## src/rtl/cqp_pkg.sv

```systemverilog
package cqp_pkg;

    // Bit position of the ring index inside the pointer registers
    localparam int PTR_LSB = 5;
    // Log2 of the slot size in bytes (32-byte slots)
    localparam int SLOT_SHIFT = 5;

    typedef enum logic [7:0] {
        OP_INT     = 8'h03,
        OP_CLEAR   = 8'h04,
        OP_SYNC    = 8'h05,
        OP_MAPDEV  = 8'h08,
        OP_MAPCOLL = 8'h09,
        OP_MAPTI   = 8'h0A,
        OP_MAPI    = 8'h0B,
        OP_DISCARD = 8'h0F
    } cmd_op_e;

    typedef enum logic [2:0] {
        RS_CTRL      = 3'd0,
        RS_WPTR_LO   = 3'd1,
        RS_WPTR_HI   = 3'd2,
        RS_WPTR_FULL = 3'd3,
        RS_RPTR      = 3'd4
    } reg_sel_e;

    typedef enum logic [2:0] {
        ST_IDLE,
        ST_FETCH,
        ST_WAIT_MEM,
        ST_DISPATCH,
        ST_WAIT_EXE,
        ST_ADVANCE
    } walk_state_e;

    typedef struct packed {
        logic [63:0] dw0;
        logic [7:0]  code;
        logic        dispatch;
    } decoded_t;

    // True for the codes that need the executor
    function automatic logic needs_exec(logic [7:0] code);
        return (code == OP_SYNC) || (code == OP_MAPDEV) || (code == OP_MAPCOLL);
    endfunction

    // Next slot of a ring of the given depth
    function automatic int unsigned ring_next(int unsigned idx, int unsigned depth);
        return (idx + 1 >= depth) ? 0 : idx + 1;
    endfunction

endpackage

```

## src/rtl/cqp_regs.sv

```systemverilog
module cqp_regs
    import cqp_pkg::*;
#(
    parameter int IDX_W = 15,
    parameter int DEPTH = 16
) (
    input  logic             clk,
    input  logic             rst,
    input  logic             reg_wr,
    input  logic [2:0]       reg_sel,
    input  logic [63:0]      reg_wdata,
    input  logic             busy,
    input  logic             adv,
    input  logic             stall_set,
    output logic             en,
    output logic [63:0]      wptr_q,
    output logic [63:0]      rptr_q,
    output logic             launch,
    output logic [IDX_W-1:0] launch_idx,
    output logic [IDX_W-1:0] rd_idx,
    output logic             bad_ptr
);
    localparam logic [63:0] IDX_MASK = ((64'd1 << IDX_W) - 64'd1) << PTR_LSB;

    logic [63:0]      wptr_next;
    logic             wptr_we;
    logic             lo_or_full;
    logic [IDX_W-1:0] new_idx;
    logic             want_launch;
    logic             in_range;
    logic [IDX_W-1:0] rd_next;

    always_comb begin
        wptr_next = wptr_q;
        wptr_we   = 1'b0;
        if (reg_wr) begin
            unique case (reg_sel_e'(reg_sel))
                RS_WPTR_LO: begin
                    wptr_next = {wptr_q[63:32], reg_wdata[31:0]};
                    wptr_we   = 1'b1;
                end
                RS_WPTR_HI: begin
                    wptr_next = {reg_wdata[31:0], wptr_q[31:0]};
                    wptr_we   = 1'b1;
                end
                RS_WPTR_FULL: begin
                    wptr_next = reg_wdata;
                    wptr_we   = 1'b1;
                end
                default: ;
            endcase
        end
    end

    assign lo_or_full  = reg_wr && ((reg_sel == RS_WPTR_LO) || (reg_sel == RS_WPTR_FULL));
    assign new_idx     = wptr_next[PTR_LSB +: IDX_W];
    assign rd_idx      = rptr_q[PTR_LSB +: IDX_W];
    assign in_range    = 32'(new_idx) < 32'(DEPTH);
    assign want_launch = lo_or_full && en && !busy && (new_idx != rd_idx);
    assign launch      = want_launch && in_range;
    assign launch_idx  = new_idx;
    assign rd_next     = IDX_W'(ring_next(32'(rd_idx), 32'(DEPTH)));

    always_ff @(posedge clk) begin
        if (rst) begin
            en      <= 1'b0;
            wptr_q  <= '0;
            rptr_q  <= '0;
            bad_ptr <= 1'b0;
        end else begin
            bad_ptr <= want_launch && !in_range;
            if (reg_wr && (reg_sel == RS_CTRL)) begin
                en <= reg_wdata[0];
            end
            if (wptr_we) begin
                wptr_q <= wptr_next;
            end
            if (reg_wr && (reg_sel == RS_RPTR) && !busy) begin
                rptr_q <= reg_wdata & IDX_MASK;
            end else begin
                if (launch) begin
                    rptr_q[0] <= 1'b0;
                end
                if (stall_set) begin
                    rptr_q[0] <= 1'b1;
                end
                if (adv) begin
                    rptr_q[PTR_LSB +: IDX_W] <= rd_next;
                end
            end
        end
    end

endmodule

```

## src/rtl/cqp_decode.sv

```systemverilog
module cqp_decode
    import cqp_pkg::*;
(
    input  logic [63:0] dw,
    output decoded_t    dec
);
    always_comb begin
        dec.dw0      = dw;
        dec.code     = dw[7:0];
        dec.dispatch = needs_exec(dw[7:0]);
    end
endmodule

```

## src/rtl/cqp_walk_fsm.sv

```systemverilog
module cqp_walk_fsm
    import cqp_pkg::*;
#(
    parameter int IDX_W  = 15,
    parameter int DEPTH  = 16,
    parameter int ADDR_W = 48
) (
    input  logic              clk,
    input  logic              rst,
    input  logic              launch,
    input  logic [IDX_W-1:0]  launch_idx,
    input  logic [IDX_W-1:0]  rd_idx,
    input  logic [ADDR_W-1:0] q_base,
    input  logic              mem_rvalid,
    input  logic              mem_rerr,
    input  decoded_t          dec,
    input  logic              exe_done,
    input  logic              exe_err,
    output logic              busy,
    output logic              mem_req,
    output logic [ADDR_W-1:0] mem_addr,
    output logic              exe_start,
    output logic [7:0]        exe_code,
    output logic [63:0]       exe_dw0,
    output logic              adv,
    output logic              stall_set
);
    walk_state_e      state;
    logic [IDX_W-1:0] end_idx;
    logic [IDX_W-1:0] rd_next;

    assign rd_next   = IDX_W'(ring_next(32'(rd_idx), 32'(DEPTH)));
    assign busy      = (state != ST_IDLE);
    assign mem_req   = (state == ST_FETCH);
    assign mem_addr  = q_base + (ADDR_W'(rd_idx) << SLOT_SHIFT);
    assign exe_start = (state == ST_DISPATCH);
    assign adv       = (state == ST_ADVANCE);
    assign stall_set = ((state == ST_WAIT_MEM) && mem_rvalid && mem_rerr) ||
                       ((state == ST_WAIT_EXE) && exe_done && exe_err);

    always_ff @(posedge clk) begin
        if (rst) begin
            state    <= ST_IDLE;
            end_idx  <= '0;
            exe_code <= '0;
            exe_dw0  <= '0;
        end else begin
            unique case (state)
                ST_IDLE: begin
                    if (launch) begin
                        end_idx <= launch_idx;
                        state   <= ST_FETCH;
                    end
                end
                ST_FETCH: state <= ST_WAIT_MEM;
                ST_WAIT_MEM: begin
                    if (mem_rvalid) begin
                        if (mem_rerr) begin
                            state <= ST_IDLE;
                        end else begin
                            exe_code <= dec.code;
                            exe_dw0  <= dec.dw0;
                            state    <= dec.dispatch ? ST_DISPATCH : ST_ADVANCE;
                        end
                    end
                end
                ST_DISPATCH: state <= ST_WAIT_EXE;
                ST_WAIT_EXE: begin
                    if (exe_done) begin
                        state <= exe_err ? ST_IDLE : ST_ADVANCE;
                    end
                end
                ST_ADVANCE: state <= (rd_next == end_idx) ? ST_IDLE : ST_FETCH;
                default: state <= ST_IDLE;
            endcase
        end
    end

endmodule

```

## src/rtl/cmdq_walker.sv

```systemverilog
module cmdq_walker
    import cqp_pkg::*;
#(
    parameter int IDX_W  = 15,
    parameter int DEPTH  = 16,
    parameter int ADDR_W = 48
) (
    input  logic              clk,
    input  logic              rst,
    input  logic              reg_wr,
    input  logic [2:0]        reg_sel,
    input  logic [63:0]       reg_wdata,
    input  logic [ADDR_W-1:0] q_base,
    output logic              en,
    output logic [63:0]       wptr_q,
    output logic [63:0]       rptr_q,
    output logic              busy,
    output logic              bad_ptr,
    output logic              mem_req,
    output logic [ADDR_W-1:0] mem_addr,
    input  logic              mem_rvalid,
    input  logic [63:0]       mem_rdata,
    input  logic              mem_rerr,
    output logic              exe_start,
    output logic [7:0]        exe_code,
    output logic [63:0]       exe_dw0,
    input  logic              exe_done,
    input  logic              exe_err
);
    logic             launch;
    logic [IDX_W-1:0] launch_idx;
    logic [IDX_W-1:0] rd_idx;
    logic             adv;
    logic             stall_set;
    decoded_t         dec;

    cqp_regs #(.IDX_W(IDX_W), .DEPTH(DEPTH)) u_regs (
        .clk        (clk),
        .rst        (rst),
        .reg_wr     (reg_wr),
        .reg_sel    (reg_sel),
        .reg_wdata  (reg_wdata),
        .busy       (busy),
        .adv        (adv),
        .stall_set  (stall_set),
        .en         (en),
        .wptr_q     (wptr_q),
        .rptr_q     (rptr_q),
        .launch     (launch),
        .launch_idx (launch_idx),
        .rd_idx     (rd_idx),
        .bad_ptr    (bad_ptr)
    );

    cqp_decode u_dec (
        .dw  (mem_rdata),
        .dec (dec)
    );

    cqp_walk_fsm #(.IDX_W(IDX_W), .DEPTH(DEPTH), .ADDR_W(ADDR_W)) u_fsm (
        .clk        (clk),
        .rst        (rst),
        .launch     (launch),
        .launch_idx (launch_idx),
        .rd_idx     (rd_idx),
        .q_base     (q_base),
        .mem_rvalid (mem_rvalid),
        .mem_rerr   (mem_rerr),
        .dec        (dec),
        .exe_done   (exe_done),
        .exe_err    (exe_err),
        .busy       (busy),
        .mem_req    (mem_req),
        .mem_addr   (mem_addr),
        .exe_start  (exe_start),
        .exe_code   (exe_code),
        .exe_dw0    (exe_dw0),
        .adv        (adv),
        .stall_set  (stall_set)
    );

endmodule

```

## config.mk

```make
export PLATFORM = sky130hd
export DESIGN_NAME = cmdq_walker
export DESIGN_NICKNAME = d
export VERILOG_FILES = /design/src/rtl/cqp_pkg.sv /design/src/rtl/cqp_regs.sv /design/src/rtl/cqp_decode.sv /design/src/rtl/cqp_walk_fsm.sv /design/src/rtl/cmdq_walker.sv
export SDC_FILE = /design/constraint.sdc
export NUM_CORES = 1
export LEC_CHECK = 0
export ABC_AREA = 1
export BUFFER_PORTS_ARGS = -buffer_cell sky130_fd_sc_hd__clkbuf_2
export CAP_MARGIN = 20
export CORE_ASPECT_RATIO = 0.9
export CORE_UTILIZATION = 25
export CTS_CLUSTER_SIZE = 40
export DETAILED_ROUTE_END_ITERATION = 8
export HOLD_SLACK_MARGIN = 0.02
export PLACE_DENSITY_LB_ADDON = 0.15
export SYNTH_ARGS = -nofsm -noshare
export SYNTH_HDL_FRONTEND = slang
export SYNTH_HIERARCHICAL = 1
export SYNTH_SLANG_ARGS = --single-unit
```

## constraint.sdc

```tcl
create_clock -name clk -period 3.05 [get_ports clk]
set_input_delay 0.305 -clock clk [delete_from_list [all_inputs] [get_ports clk]]
set_output_delay 0.305 -clock clk [all_outputs]
set_load 0.02 [all_outputs]
```

== Word level (Yosys, flattened, before mapping) ==
Cells that the tools add are included.

* Bits in registers: 172
* Output and inout bits: 253
* Bits of input ports: 186
* Word-level logic and storage cells: 85

* Order comparisons: 2
* Reductions and logical operators: 33
* Bitwise gates (word level): 3
* Eq/ne operators: 17
* Add/subtract/negate cells: 2
* Muxes and demuxes: 17

{| class="wikitable"
|+ Operators by type and width
! operator !! number
|-
| 64-bit one-hot mux with 3 select lines || 1
|-
| 48-bit by 20-bit adder with 48-bit output || 1
|-
| 15-bit 2-to-1 mux || 3
|-
| 20-bit 2-to-1 mux || 1
|-
| 3-bit 2-to-1 mux || 6
|-
| 3-bit one-hot mux with 6 select lines || 1
|-
| 15-bit by 1-bit adder with 16-bit output (second input constant) || 1
|-
| 8-bit by 4-bit equality test with 1-bit output (second input constant) || 2
|-
| 16-bit by 5-bit greater-or-equal comparator with 1-bit output (second input constant) || 1
|-
| 15-bit equality test || 1
|-
| 15-bit by 5-bit < comparator with 1-bit output (second input constant) || 1
|-
| 15-bit inequality test || 1
|-
| 1-bit logical AND || 13
|-
| 3-bit by 2-bit equality test with 1-bit output (second input constant) || 4
|-
| 3-bit equality test (second input constant) || 3
|-
| 8-bit by 3-bit equality test with 1-bit output (second input constant) || 1
|-
| 4-bit AND reduction || 2
|-
| 2-bit nonzero test || 4
|-
| 3-bit by 1-bit equality test with 1-bit output (second input constant) || 2
|-
| 3-bit zero test || 2
|-
| 2-bit inequality test (second input constant) || 3
|-
| 3-bit AND reduction || 2
|-
| 1-bit 2-to-1 mux || 5
|-
| 1-bit logical OR || 4
|-
| 6 further kinds || 9
|}

== Logic depth before layout (Yosys ltp) ==
* Word-level depth: 9
* Gate-level depth with buffers: 19
* Mapped depth without buffers: 18

== By module ==
Netlist, hierarchy kept.

{| class="wikitable"
|+ By module, submodules not included
! module !! instances !! seq. area each (µm²) !! cells an instance !! area each (µm²)
|-
| cqp_walk_fsm || 1 || 1801.7 || 750 || 5139.9
|-
| cqp_regs || 1 || 1641.6 || 631 || 4560.6
|-
| cqp_decode || 1 || 0.0 || 82 || 583.1
|}

== Worst setup path before layout ==
No wires, ideal clock.

* Kind: reg2out
* From: register u_regs.rptr_q[5]
* To: output port mem_addr[45]
* Arrival: 2608 ps
* Slack: 137 ps
* Stages on the path, launching flop included: 15
* Path buffers: 0
* Required time: 2745 ps
* Cell sequence: dfxtp_1 -> ha_1 -> inv_1 -> fa_1 -> nand3b_1 -> nand2_1 -> a21boi_2 -> o21ai_4 -> a21oi_2 -> o21ai_4 -> nand2_2 -> nor2_4 -> nand2_1 -> nor2_2 -> xor2_1

* Longest elaborated chain between the ends: 1

{| class="wikitable"
|+ Ends and longest elaborated chain
! what !! line !! source
|-
| from (decl) || cqp_regs.sv:17 || <nowiki>output logic [63:0] rptr_q,</nowiki>
|-
| from (signal assigned) || cqp_regs.sv:79 || <nowiki>rptr_q <= reg_wdata & IDX_MASK;</nowiki>
|-
| from (signal, indexed assignment) || cqp_regs.sv:88 || <nowiki>rptr_q[PTR_LSB +: IDX_W] <= rd_next;</nowiki>
|-
| 48-bit by 20-bit adder with 48-bit output || cqp_walk_fsm.sv:35 || <nowiki>assign mem_addr = q_base + (ADDR_W'(rd_idx) << SLOT_SHIFT);</nowiki>
|-
| to (decl) || cmdq_walker.sv:20 || <nowiki>output logic [ADDR_W-1:0] mem_addr,</nowiki>
|}

Every way passes these cells.

== Final worst setup path ==
* From: register u_regs.rptr_q[5]
* To: output port mem_addr[27]

Same word-level chain as after synthesis.

==> summary.txt <==
Run status
  – Status: finished with violations
  – Failing checks: negative setup slack

Placement
  – Post-DP Area: 11970 um2
  – Final GP Congestion: 0.8618
  – # port buffers: 380
  – HPWL Detailed: 28100 um

Floorplanning
  – Height of the die: 194.4 um
  – # IOs: 439
  – Initial Utilization: 25.36%
  – Die X: 215.8 um
  – Area of the core: 40550 um2
  – Die area: 41950 um2
  – Num rows: 70

Cells and area
  – Nets: 1966
  – Filler Cells Inserted: 4450
  – Area delta synth->final: 25.88%
  – Final instance area: 12940 um2
  – Util after Layout: 31.92%
  – Commonest non-fill, non-tap cell in the layout: clkbuf_2
  – Commonest cells after routing, fill and taps aside: clkbuf_2, nand2_1, dfxtp_1
  – Layout cells sized above 1: 31.04%

Critical path
  – Peak fanout along the critical path: 4
  – Setup CP Type: reg2out
  – Critical Path RT: 2.74 ns
  – WP data arrival: 2.86 ns
  – Nature of the critical path startpoint: flip-flop
  – Critical path endpoint category: output port

Routing
  – Antenna Violating Nets Remaining: 0
  – Vias/cell: 4.481
  – Iteration-0 DRC Markers: 567
  – WL/cell: 15.88 um
  – Remaining DRCs: 0
  – DRT Wirelength: 36780 um
  – Vias post-DR: 10380
  – Total iterations of the first detailed-routing run: 5

STA
  – Worst-Margin Slew: 0.7676 ns
  – Final worst-path cycle share: 103.7%
  – Clk_skew: 0.02181 ns
  – Max transition margin: 48.83%
  – Min cycle time layout: 3.163 ns
  – Hold Vio Cnt, Final: 0
  – Unrepaired setup endpoints after global routing: yes
  – Fmax: 316.2 MHz
  – Endpoints failing setup: 12
  – PnR worst setup slack: -0.1128 ns
  – Max-slew violation count: 0
  – Setup TNS: -0.7487 ns
  – Worst Hold Slack: 0.08902 ns

Synthesis
  – Post-synthesis register bit count: 172
  – Yosys cell types: 50
  – Sequential fraction of the synthesis area: 33.48%
  – Async S/R FF share, synth: 0%
  – EDFF count, synth: 0
  – Mapped cell area: 10280 um2
  – Syn Inst Count: 1463
  – YS warnings: 6
  – Main synth FF type: dfxtp_1
  – Mapped Avg Cell Area: 7.029 um2

Clock network
  – CTS hold repair buffers: 0
  – Worst-Skew Late Latency: 0.45 ns
  – CTS sink count: 172
  – CTS tree: built
  – CTS max path bufs: 2
  – Number of CTS-inserted buffers: 17
  – H-tree depth: 4
  – Clk Tree Root Cell: clkbuf_16
  – Clk slew on worst S/H paths: 0.07 ns

Power
  – Total power: 5.487 mW
  – Worst vdd ir: 0.0003815 V
  – PD cells: 423.8 nW/um2
  – Leakage: 5.855 nW

Global route
  – Remaining Overflow, GRT: 0
  – Number of global-route vias before repair: 9836
  – Total track usage: 17.01%
  – First-pass GRT wire length: 55870 um
  – Initial antenna violation count: 3
  – Pin count of the biggest net entering global routing: 73

Min path
  – HP Class: in2reg

Run
  – Max_cap viols: 0
-- critical path: stages (launching register included) --
cell and delay (ns):
dfxtp_2 0.35, ha_4 0.14, inv_2 0.04, fa_2 0.33, nand3b_1 0.17, nand2_2 0.11
a21boi_4 0.07, o21ai_4 0.17, a21oi_4 0.09, o21ai_4 0.22, buf_4 0.15, buf_6 0.09
nand3_2 0.07, xnor2_2 0.22, clkbuf_8 0.18
-- layout make-up --
type / instances / area (um2) / share of cell area, %
multi-input cells: 1007 / 5343 / 41.27
clock inverters: 12 / 160.2 / 1.237
clock buffers: 20 / 456.7 / 3.528
inverters: 132 / 498.0 / 3.847
well taps: 540 / 675.6 / 5.219
flip-flops and latches: 172 / 3445 / 26.61
diodes: 1 / 2.502 / 0.01933
repair buffers: 432 / 2365 / 18.27
-- power breakdown --
group	internal (mW)	leakage [nW]	total (mW)	switching, mW
combinational	0.283	4.16	0.844	0.561
clock	1.34	0.301	2.33	0.985
sequential	2.29	1.39	2.31	0.0258
-- timing repair --
item                                    in CTS  in global routing
buffers inserted                            14                  6
pin swaps                                   17                 12
endpoints found under the setup margin      26                 28
gates cloned                                 0                  1
gates resized for setup                     33                 32
-- Yosys cell counts, types with 2 or more instances --
cell type | n | share of area (%)
a21oi_1 | 163 | 7.9
nor4_1 | 2 | 0.12
xor2_1 | 31 | 2.6
o21a_1 | 2 | 0.15
buf_6 | 3 | 0.33
dfxtp_1 | 172 | 33
nor2_1 | 90 | 3.3
xnor2_1 | 20 | 1.7
buf_2 | 12 | 0.58
nand3b_1 | 2 | 0.15
a22oi_1 | 32 | 2.3
a21oi_2 | 3 | 0.26
o21ai_4 | 2 | 0.32
inv_2 | 3 | 0.11
clkbuf_1 | 38 | 1.4
nor3_2 | 3 | 0.29
o21ai_0 | 57 | 2.8
o22ai_1 | 15 | 0.91
nand2_1 | 325 | 12
o21ai_2 | 2 | 0.17
nand3_2 | 3 | 0.29
o21bai_1 | 2 | 0.15
nand3_1 | 61 | 3.0
nor3_1 | 27 | 1.3
nand2_2 | 25 | 1.5
nand4_1 | 37 | 2.3
nor2_2 | 11 | 0.67
a211oi_1 | 8 | 0.58
inv_1 | 127 | 4.6
ha_1 | 17 | 2.1
buf_4 | 145 | 11
nor2_4 | 5 | 0.55
-- metrics by stage --
stage / cells / setup slack, ns
2_1_floorplan: 1510 / 0.1370
3_3_place_gp: 2262 / 0.07137
3_5_place_dp: 2262 / 0.05750
4_1_cts: 2308 / -0.2301
5_1_grt: 2315 / -0.2783
6_report: 2316 / -0.1128
-- sequential cells by signal, indices dropped and copies added, names as in the netlist --
name,flops
u_fsm/end_idx,15
u_fsm/exe_code,8
u_fsm/exe_dw0,64
u_fsm/state,3
u_regs/bad_ptr,1
u_regs/en,1
u_regs/rptr_q,16
u_regs/wptr_q,64
-- final timing paths --
kind         cells after the start         startpoint                 to  slack, ns
max                             14   u_regs/rptr_q[5]       mem_addr[27]      -0.11
min                              3      mem_rdata[11]  u_fsm/exe_dw0[11]       0.09
max reg2reg                     20   u_regs/rptr_q[6]     u_fsm/state[0]       0.49
min reg2reg                      2  u_regs/wptr_q[22]  u_regs/wptr_q[22]       0.45
-- layer usage --
metal  vias up  share of wire [%]  global-route usage (%)
li1       5215                  -                       -
met1      4800                 46                   22.77
met2       333                 45                   26.95
met3        28                7.1                   4.304
met4         2                1.2                   4.544
met5         -              0.038                       0
-- kinds of logic after synthesis --
kind of cell	synth area share (%)
AOI/OAI and AO/OA	16.06
buffers and inverters	17.85
xor gates and xnor gates	4.344
and+or+nand+nor	25.96
other	0.03647
DFF	33.48
adders and majority gates	2.263
Note: power is estimated with default switching activity, not from simulation.
